File: config.mk
export PLATFORM = sky130hd
export DESIGN_NAME = mod12_split_counter
export DESIGN_NICKNAME = d
export VERILOG_FILES = /design/src/rtl/mod12_split_counter.sv
export SDC_FILE = /design/constraint.sdc
export NUM_CORES = 1
export LEC_CHECK = 0
export BUFFER_PORTS_ARGS = -buffer_cell sky130_fd_sc_hd__buf_2
export CAP_MARGIN = 15
export CORE_ASPECT_RATIO = 1.1
export CORE_MARGIN = 2
export CORE_UTILIZATION = 25
export CTS_BUF_LIST = sky130_fd_sc_hd__clkbuf_2
export DETAILED_ROUTE_END_ITERATION = 10
export HOLD_SLACK_MARGIN = 0.03
export PLACE_DENSITY_LB_ADDON = 0.05
export SYNTH_ARGS = -nofsm -noshare
export SYNTH_HDL_FRONTEND = slang
export SYNTH_SLANG_ARGS = --single-unit
File: constraint.sdc
create_clock -name clk -period 2 [get_ports clk]
set_input_delay 0.2 -clock clk [delete_from_list [all_inputs] [get_ports clk]]
set_output_delay 0.2 -clock clk [all_outputs]
set_load 0.01 [all_outputs]
File: src/rtl/mod12_split_counter.sv
module mod12_split_counter #(
  parameter int SYNC_DEPTH = 2
) (
  input  logic       clk,
  input  logic       rst_n,
  input  logic       tick_a,
  input  logic       tick_b,
  input  logic       clr_a,
  input  logic       clr_b,
  input  logic       chain,
  output logic [3:0] q
);
  localparam int TOP = SYNC_DEPTH - 1;

  logic [TOP:0] sync_a, sync_b, sync_c;
  logic         last_a, last_b;
  logic         clr_s, fall_a, fall_b, adv_lo, adv_hi;

  always_ff @(posedge clk or negedge rst_n) begin
    if (!rst_n) begin
      sync_a <= '0;
      sync_b <= '0;
      sync_c <= '0;
      last_a <= 1'b0;
      last_b <= 1'b0;
    end else begin
      sync_a <= {sync_a[TOP-1:0], tick_a};
      sync_b <= {sync_b[TOP-1:0], tick_b};
      sync_c <= {sync_c[TOP-1:0], clr_a & clr_b};
      last_a <= sync_a[TOP];
      last_b <= sync_b[TOP];
    end
  end

  assign clr_s  = sync_c[TOP];
  assign fall_a = last_a & ~sync_a[TOP];
  assign fall_b = last_b & ~sync_b[TOP];
  assign adv_lo = fall_a & ~clr_s;
  assign adv_hi = ~clr_s & (chain ? (fall_a & q[0]) : fall_b);

  function automatic logic [2:0] step6(input logic [2:0] s);
    case (s[1:0])
      2'b00:   return {s[2], 2'b01};
      2'b01:   return {s[2], 2'b10};
      2'b10:   return {~s[2], 2'b00};
      default: return 3'b000;
    endcase
  endfunction

  always_ff @(posedge clk or negedge rst_n) begin
    if (!rst_n)
      q <= 4'b0000;
    else if (clr_s)
      q <= 4'b0000;
    else begin
      if (adv_lo) q[0]   <= ~q[0];
      if (adv_hi) q[3:1] <= step6(q[3:1]);
    end
  end
endmodule


==> flow_summary.rst, run 1 <==
.. list-table::
   :header-rows: 1

   * - Metric
     - Value
   * - Outcome
     - finished, final reports clean
   * - VDD IR-drop max
     - 363.6 uV
   * - Fin nets
     - 53
   * - Clock latency reported for the late side of the worst-skew pair
     - 260 ps
   * - Via count of the first global-routing pass
     - 281
   * - F_max
     - 766.2 MHz
   * - Fraction of the mapped netlist area in adder cells
     - 0
   * - Per-cell via count in the routed design
     - 4.403
   * - Resize count post-CTS
     - 0
   * - Post-route minimum period
     - 1305 ps
   * - Routability cong.
     - 0.6728
   * - Largest family of logic cells by synthesized area
     - simple AND/OR/NAND/NOR gates
   * - Min-Delay Path Class
     - input port to flop
   * - Critical Path Sink Type
     - flop
   * - Aggregate global routing overflow
     - 0
   * - Routed Wire Length
     - 695 um
   * - Synthesized flop and latch total
     - 12
   * - Non-filler cells, final
     - 62
   * - Number of design-rule violations left by the first detailed-router iteration
     - 1
   * - Sequential Area
     - 300.3 um2
   * - Die Span Y
     - 47.58 um
   * - Kind of start point of the critical path
     - flop
   * - Clock sinks
     - 12
   * - Starting utilization of the core area
     - 0.2706
   * - Number of warnings reported in the yosys synthesis log
     - 0
   * - Leading register cell type out of synthesis
     - dfrtp_1
   * - Post-synth top cells
     - 12 x dfrtp_1, 2 x mux2_1
   * - Routed wire per std cell
     - 11.21 um
   * - Final worst clock skew
     - 1.533 ps
   * - Max capacitance violation total
     - 0
   * - Least-Margin Pin Slew
     - 265.6 ps
   * - Routing usage on met3
     - 0.02264
   * - Global routing usage summed across all routing layers
     - 0.08435
   * - Wire length of the first global-routing pass
     - 1.186 mm
   * - Largest fanout of any net on the critical path
     - 3
   * - Crit Path Category
     - flop to flop
   * - Ratio of final minimum period to clock period
     - 0.6526
   * - Total of endpoints with negative setup slack in the final report
     - 0
   * - Sequential area share after synthesis
     - 0.6957
   * - Number of hold-slack violations in the final timing report
     - 0
   * - Number of nets in the synthesized netlist
     - 35
   * - Unrepaired setup endpoints after global routing
     - no
   * - Inserted Diodes
     - 0
   * - Synthesized area
     - 431.7 um2
   * - Clock-pin slew of the registers on the worst-case setup and hold paths
     - 120 ps
   * - Static leakage
     - 0.0002614 uW
   * - Layout Area Growth over Synthesis
     - 27.83%
   * - Total area of multi-input combinational cells
     - 127.6 um2
   * - Post-Synthesis Cells
     - 28
   * - Die span in x
     - 43.62 um
   * - Num ports
     - 11
   * - Sum of negative setup slack
     - 0 ps
   * - Required time worst endpoint
     - 2150 ps
   * - Share of the synthesized area in the top cell type
     - 0.6957
   * - Leading cell type by number of instances after synthesis
     - dfrtp_1
   * - Total half-perimeter wirelength after legalization and detailed placement
     - 461.7 um
   * - Number of synthesized flops with an enable pin
     - 0
   * - Post-synthesis share of cell area spent on and, or, nand and nor gates
     - 0.1855
   * - Layer with the highest usage after global routing
     - met2
   * - Largest net degree at the start of global routing
     - 13
   * - Count of standard-cell rows
     - 15
   * - Fraction of layout cells with a size suffix above 1
     - 0.3333
   * - Yosys cell types
     - 16
   * - Arrival time at the worst endpoint
     - 1460 ps
   * - Number of DRC violations after detailed routing
     - 0
   * - Number of buffers added to fix hold violations after cts
     - 3
   * - Power density of the placed cells
     - 1067 nW/um2
   * - Synthesized-area fraction occupied by xor and xnor cells
     - 0.02029
   * - Post-CTS setup repair buffer count
     - 0
   * - Maximum count of clock buffers along a single path
     - 2
   * - Vias
     - 273
   * - Slew headroom
     - 0.8229
   * - CTS tree
     - built
   * - Fraction of registers with async set or reset after synthesis
     - 1.000
   * - Synth Area in Compound Gates
     - 0.03768
   * - Post-Syn Area per Cell
     - 15.42 um2
   * - Met2 layer usage reported by global route
     - 0.1382
   * - Mux cell area share after synthesis
     - 0.05217
   * - Post-route ant nets
     - 0
   * - Placeable core region
     - 1595 um2
   * - Post-placement cell count
     - 55
   * - Number of detailed-routing iterations run before antenna repair
     - 4
   * - Antenna violations before repair
     - 0
   * - TritonCTS buffer count
     - 3
   * - Most area-consuming cells after synthesis
     - dfrtp_1 70%, mux2_1 5.2%, nor3b_2 2.9%
   * - Met1 GRT Util
     - 0.09220
   * - Final max-slew violation count
     - 0
   * - Cell taking the most area after synthesis
     - dfrtp_1
   * - Die Outline Area
     - 2075 um2
   * - Root Buffer
     - clkbuf_2
   * - H-Tree Level Count
     - 1
   * - Number of buffers inserted by port buffering
     - 10
   * - Fill cell total of the finished layout
     - 151
[routing by layer]
| metal | vias up | wire (um) |
|---|---|---|
| li1 | 132 | - |
| met2 | 9 | 332 |
| met4 | 0 | 4 |
| met3 | 2 | 38 |
| met1 | 130 | 320 |
| met5 | - | 0 |
[power by group]
| group | switching (uW) | internal [uW] | leakage, uW |
|---|---|---|---|
| logic | 60.1 | 80.3 | 0.000103 |
| clock network | 79.4 | 43.4 | 0.0000140 |
| registers | 40.8 | 285 | 0.000145 |
[critical path, stage by stage, from the launching register on]
cell     delay, ps
dfrtp_1        420
and4b_1        220
nor3_2         200
mux2_1         360
[layout by cell type, fill, tap and decap left out, drive strengths merged]
cell type    netlist  routed
o41ai              1       1
nor2               1       1
or3b               1       1
clkinv             0       1
or4b               1       1
dfrtp             12      12
nor3b              2       2
and2               1       1
buf                0      10
inv                1       1
mux2               2       2
xnor2              1       1
dlygate4sd3        0       3
and4b              1       1
nor3               2       2
nor2b              1       1
clkbuf             0       3
o21bai             1       1
[state kept, by name, indices dropped and copies added (netlist names)]
register  flops
q             4
sync_a        2
last_b        1
last_a        1
sync_b        2
sync_c        2
[cell type report]
type	instances	share of cell area
repair buffers	13	0.1451
clock buffers	3	0.02721
flip-flops and latches	12	0.5442
inverters	1	0.006803
clock inverters	1	0.006803
well taps	17	0.03855
multi-input cells	15	0.2313
[kinds of logic after synthesis]
family                 after synthesis
flip-flops                          12
AND/OR/NAND/NOR                     10
AO/OA/AOI/OAI                        2
multiplexers                         2
XOR/XNOR                             1
buffers and inverters                1
[final timing paths]
path / startpoint / endpoint / slack, ps / depth (start not counted)
setup / recovery: q[0] / q[2] / 690 / 3
min in group asynchronous: rst_n / q[0] / 330 / 2
hold / removal: clr_b / sync_c[0] / 140 / 2
setup reg to reg: q[0] / q[2] / 690 / 3
max in group asynchronous: rst_n / q[2] / 1460 / 2
hold reg to reg: sync_a[0] / sync_a[1] / 360 / 0
[per-stage QoR]
| stage | cell area, um2 | util | power (uW) | worst slack (ps) | hold slack [ps] |
|---|---|---|---|---|---|
| 2_1_floorplan | 431.7 | - | 408.9 | 743.2 | -95.59 |
| 3_3_place_gp | 503.0 | 0.3153 | 467.3 | 727.9 | 81.72 |
| 3_5_place_dp | 503.0 | 0.3153 | 468.7 | 702.7 | 92.68 |
| 4_1_cts | 551.8 | 0.3459 | 604.2 | 662.0 | 123.1 |
| 5_1_grt | 551.8 | 0.3459 | 634.6 | 622.6 | 117.6 |
| 6_report | 551.8 | 0.3459 | 588.9 | 694.9 | 140.6 |
No activity file was read; power rests on OpenSTA's default activity.
==> run 2, diff against run 1 <==
--- a/config.mk
+++ b/config.mk
@@ -5,6 +5,7 @@
 export SDC_FILE = /design/constraint.sdc
 export NUM_CORES = 1
 export LEC_CHECK = 0
+export ABC_AREA = 1
 export BUFFER_PORTS_ARGS = -buffer_cell sky130_fd_sc_hd__buf_2
 export CAP_MARGIN = 15
 export CORE_ASPECT_RATIO = 1.1
==> constraint.sdc (replaced) <==
create_clock -name clk -period 1.2 [get_ports clk]
set_input_delay 0.12 -clock clk [delete_from_list [all_inputs] [get_ports clk]]
set_output_delay 0.12 -clock clk [all_outputs]
set_load 0.01 [all_outputs]
==> run 2 against run 1 <==
  * Core utilization grew 1.0 points
  * Largest power group unchanged
  * Sequential share of layout area decreased by 0.97 points
  * Sequential power is 48% higher
  * Cell area rose by 1.8%
==> flow_summary.rst, run 2 <==
.. list-table::
   :header-rows: 1

   * - Metric
     - Value
   * - Worst path most repeated cell
     - nand2_1
   * - Yosys cell types
     - 13 (was 16)
   * - Slew headroom
     - 0.8255 (was 0.8229)
   * - Total half-perimeter wirelength after legalization and detailed placement
     - 488.2 um (was 461.7 um)
   * - Max capacitance violation total
     - 0 (unchanged)
   * - TritonCTS buffer count
     - 3 (unchanged)
   * - Post-route minimum period
     - 942.1 ps (was 1305 ps)
   * - Largest family of logic cells by synthesized area
     - simple AND/OR/NAND/NOR gates (unchanged)
   * - Via count of the first global-routing pass
     - 289 (was 281)
   * - Clock-pin slew of the registers on the worst-case setup and hold paths
     - 110 ps (was 120 ps)
   * - Worst path slowest cell
     - dfrtp_1 (unchanged)
   * - Post-synth top cells
     - 12 x dfrtp_1, 9 x nand2_1, 6 x inv_1 (was 12 x dfrtp_1, 2 x mux2_1)
   * - Part of the power in the clock network
     - 0.232 (was 0.209)
   * - Inserted Diodes
     - 0 (unchanged)
   * - Kind of cell adding the most delay to the critical path
     - simple AND/OR/NAND/NOR gates (unchanged)
   * - Aggregate global routing overflow
     - 0 (unchanged)
   * - Post-Syn Area per Cell
     - 10.81 um2 (was 15.42 um2)
   * - Power density of the placed cells
     - 1553 nW/um2 (was 1067 nW/um2)
   * - Most used cells in the layout excluding fill and tap cells
     - 12 x dfrtp_1, 10 x buf_2, 9 x nand2_1, 6 x inv_1, 5 x dlygate4sd3_1 (was 12 x dfrtp_1, 10 x buf_2, 3 x clkbuf_2, 3 x dlygate4sd3_1, 2 x mux2_1)
   * - F_max
     - 1061 MHz (was 766.2 MHz)
   * - Fraction of registers with async set or reset after synthesis
     - 1.000 (unchanged)
   * - Least-Margin Pin Slew
     - 261.7 ps (was 265.6 ps)
   * - Synthesized flop and latch total
     - 12 (unchanged)
   * - Fill cell total of the finished layout
     - 160 (was 151)
   * - Number of detailed-routing iterations run before antenna repair
     - 4 (unchanged)
   * - Die Span Y
     - 47.08 um (was 47.58 um)
   * - Most common cell after layout, fill and taps aside
     - dfrtp_1 (unchanged)
   * - Cell taking the most area after synthesis
     - dfrtp_1 (unchanged)
   * - Crit Path Category
     - flop to flop (unchanged)
   * - Routed wire per std cell
     - 9.187 um (was 11.21 um)
   * - Switching fraction of total power
     - 0.3035 (was 0.3063)
   * - Largest net degree at the start of global routing
     - 13 (unchanged)
   * - Crit path cell chain
     - nand3b_1, nand3_2, nand2_1, nand2_1, nand2_1 (was and4b_1, nor3_2, mux2_1)
   * - Outcome
     - finished, final reports clean (unchanged)
   * - Buf+Inv Stages, Crit Path
     - 0 (unchanged)
   * - Part of the total power dissipated in combinational logic
     - 0.216 (was 0.238)
   * - Kind of start point of the critical path
     - flop (unchanged)
   * - Final worst clock skew
     - 1.430 ps (was 1.533 ps)
   * - Placeable core region
     - 1577 um2 (was 1595 um2)
   * - Die Outline Area
     - 2032 um2 (was 2075 um2)
   * - Unrepaired setup endpoints after global routing
     - no (unchanged)
   * - Synthesized-area fraction occupied by xor and xnor cells
     - 0 (was 0.02029)
   * - Largest fanout of any net on the critical path
     - 6 (was 3)
   * - Final max-slew violation count
     - 0 (unchanged)
   * - Relative contribution of sequential cells to total power
     - 0.552 (was 0.553)
   * - Most area-consuming cells after synthesis
     - dfrtp_1 71%, nand2_1 8.0%, inv_1 5.3% (was dfrtp_1 70%, mux2_1 5.2%, nor3b_2 2.9%)
   * - Mux cell area share after synthesis
     - 0 (was 0.05217)
   * - Routed Wire Length
     - 689 um (was 695 um)
   * - Total of endpoints with negative setup slack in the final report
     - 0 (unchanged)
   * - Largest register FFs
     - 4 (unchanged)
   * - Number of hold-slack violations in the final timing report
     - 0 (unchanged)
   * - Internal power contribution
     - 607.7 uW (was 408.6 uW)
   * - Number of buffers inserted by port buffering
     - 10 (unchanged)
   * - Fin nets
     - 66 (was 53)
   * - Post-synthesis share of cell area spent on and, or, nand and nor gates
     - 0.1780 (was 0.1855)
   * - VDD IR-drop max
     - 767.6 uV (was 363.6 uV)
   * - Leading register cell type out of synthesis
     - dfrtp_1 (unchanged)
   * - Net switching power figure
     - 264.8 uW (was 180.4 uW)
   * - CP peak stage delay
     - 390 ps (was 420 ps)
   * - Post-route ant nets
     - 0 (unchanged)
   * - Critical Path Sink Type
     - flop (unchanged)
   * - Clock latency reported for the late side of the worst-skew pair
     - 260 ps (about the same)
   * - Num ports
     - 11 (unchanged)
   * - Number of DRC violations after detailed routing
     - 0 (unchanged)
   * - Count of standard-cell rows
     - 15 (unchanged)
   * - Maximum count of clock buffers along a single path
     - 2 (unchanged)
   * - Ratio of final minimum period to clock period
     - 0.7851 (was 0.6526)
   * - Vias
     - 311 (was 273)
   * - Leading cell type by number of instances after synthesis
     - dfrtp_1 (unchanged)
   * - Number of synthesized flops with an enable pin
     - 0 (unchanged)
   * - Share of the synthesized area in the top cell type
     - 0.7122 (was 0.6957)
   * - Arrival time at the worst endpoint
     - 1110 ps (was 1460 ps)
   * - Clock sinks
     - 12 (unchanged)
   * - Root Buffer
     - clkbuf_2 (unchanged)
   * - Number of warnings reported in the yosys synthesis log
     - 0 (unchanged)
   * - Layout Area Growth over Synthesis
     - 33.23% (was 27.83%)
   * - CTS tree
     - built (unchanged)
   * - Per-cell via count in the routed design
     - 4.147 (was 4.403)
   * - Sum of negative setup slack
     - 0 ps (unchanged)
   * - Routability cong.
     - 0.6130 (was 0.6728)
   * - Synth Area in Compound Gates
     - 0.04748 (was 0.03768)
   * - Die span in x
     - 43.16 um (was 43.62 um)
   * - Resize count post-CTS
     - 0 (unchanged)
   * - Number of nets in the synthesized netlist
     - 46 (was 35)
   * - Static leakage
     - 0.0003035 uW (was 0.0002614 uW)
   * - Post-CTS setup repair buffer count
     - 0 (unchanged)
   * - Antenna violations before repair
     - 0 (unchanged)
   * - Register containing the most flip-flops in the final layout
     - q (unchanged)
   * - Wire length of the first global-routing pass
     - 1.179 mm (was 1.186 mm)
   * - Global routing usage summed across all routing layers
     - 0.08814 (was 0.08435)
   * - Number of design-rule violations left by the first detailed-router iteration
     - 9 (was 1)
   * - H-Tree Level Count
     - 1 (unchanged)
   * - Post-Synthesis Cells
     - 39 (was 28)
   * - Fraction of the mapped netlist area in adder cells
     - 0 (unchanged)
   * - Sequential area share after synthesis
     - 0.7122 (was 0.6957)
   * - Min-Delay Path Class
     - input port to asynchronous set/reset pin (was input port to flop)
   * - Starting utilization of the core area
     - 0.2675 (was 0.2706)
   * - Fraction of layout cells with a size suffix above 1
     - 0.2586 (was 0.3333)
   * - Synthesized area
     - 421.7 um2 (was 431.7 um2)
   * - Final Power
     - 872.5 uW (was 588.9 uW)
   * - Required time worst endpoint
     - 1360 ps (was 2150 ps)
run 2: path summary, 6_finish.rpt:
kind | from | endpoint | slack (ps) | cells past startpoint
hold reg to reg | sync_a[0] | sync_a[1] | 360 | 0
setup / recovery | sync_b[1] | q[3] | 260 | 5
hold / removal | rst_n | sync_a[1] | 260 | 2
max in group asynchronous | rst_n | sync_b[0] | 740 | 2
min in group clk | chain | q[1] | 270 | 4
setup reg to reg | sync_b[1] | q[3] | 260 | 5
run 2: per-stage QoR:
step / std cells / hold slack (ps) / util / setup slack [ps] / instance area (um2)
CTS: 75 / 232.4 / 0.3563 / 235.9 / 561.8
finish: 75 / 259.7 / 0.3563 / 257.9 / 561.8
global route: 75 / 239.3 / 0.3563 / 149.5 / 561.8
global placement: 66 / -0.04508 / 0.3127 / 275.1 / 493.0
floorplan: 39 / -175.6 / - / 327.2 / 421.7
detailed placement: 66 / 11.78 / 0.3127 / 256.3 / 493.0
run 2: cell families (layout without fill, tap and decap cells):
kind of cell	count (synthesis)	in the layout
buf+inv	7	26
simple gates	16	16
flops	12	12
compound gates	4	4
run 2: final cells by class:
class / instances / area (um2) / share of cell area
clock buffers: 3 / 15.01 / 0.02673
repair buffers: 15 / 100.1 / 0.1782
clock inverters: 1 / 3.754 / 0.006682
flip-flops and latches: 12 / 300.3 / 0.5345
inverters: 7 / 26.28 / 0.04677
well taps: 17 / 21.27 / 0.03786
multi-input cells: 20 / 95.09 / 0.1693
run 2: routing by layer:
metal  GRT usage  part of all wire  wire [um]  vias up
met5           0                 0          0        -
met4     0.03636                 0          0        0
met3     0.06923             0.087         60        0
met2      0.1373              0.49        341       12
met1     0.08937              0.42        286      141
li1            -                 -          -      158
run 2: worst reg2reg max path, cell delays in order (launching register included):
cell and delay (ps):
dfrtp_1 390, nand3b_1 170, nand3_2 130, nand2_1 60, nand2_1 50, nand2_1 50
run 2: what timing repair did:
| item | in CTS | in global routing |
|---|---|---|
| setup endpoints to repair | 0 | 0 |
| endpoints found under the hold margin | 15 | 0 |
| hold buffers | 5 | 0 |
run 2: power by group through the flow:
stage | combinational (uW) | sequential, uW | clock [uW]
6_report | 189 | 482 | 202
2_1_floorplan | 86.7 | 509 | 0
3_3_place_gp | 171 | 489 | 0
4_1_cts | 191 | 483 | 215
5_1_grt | 213 | 491 | 240
3_5_place_dp | 179 | 491 | 0
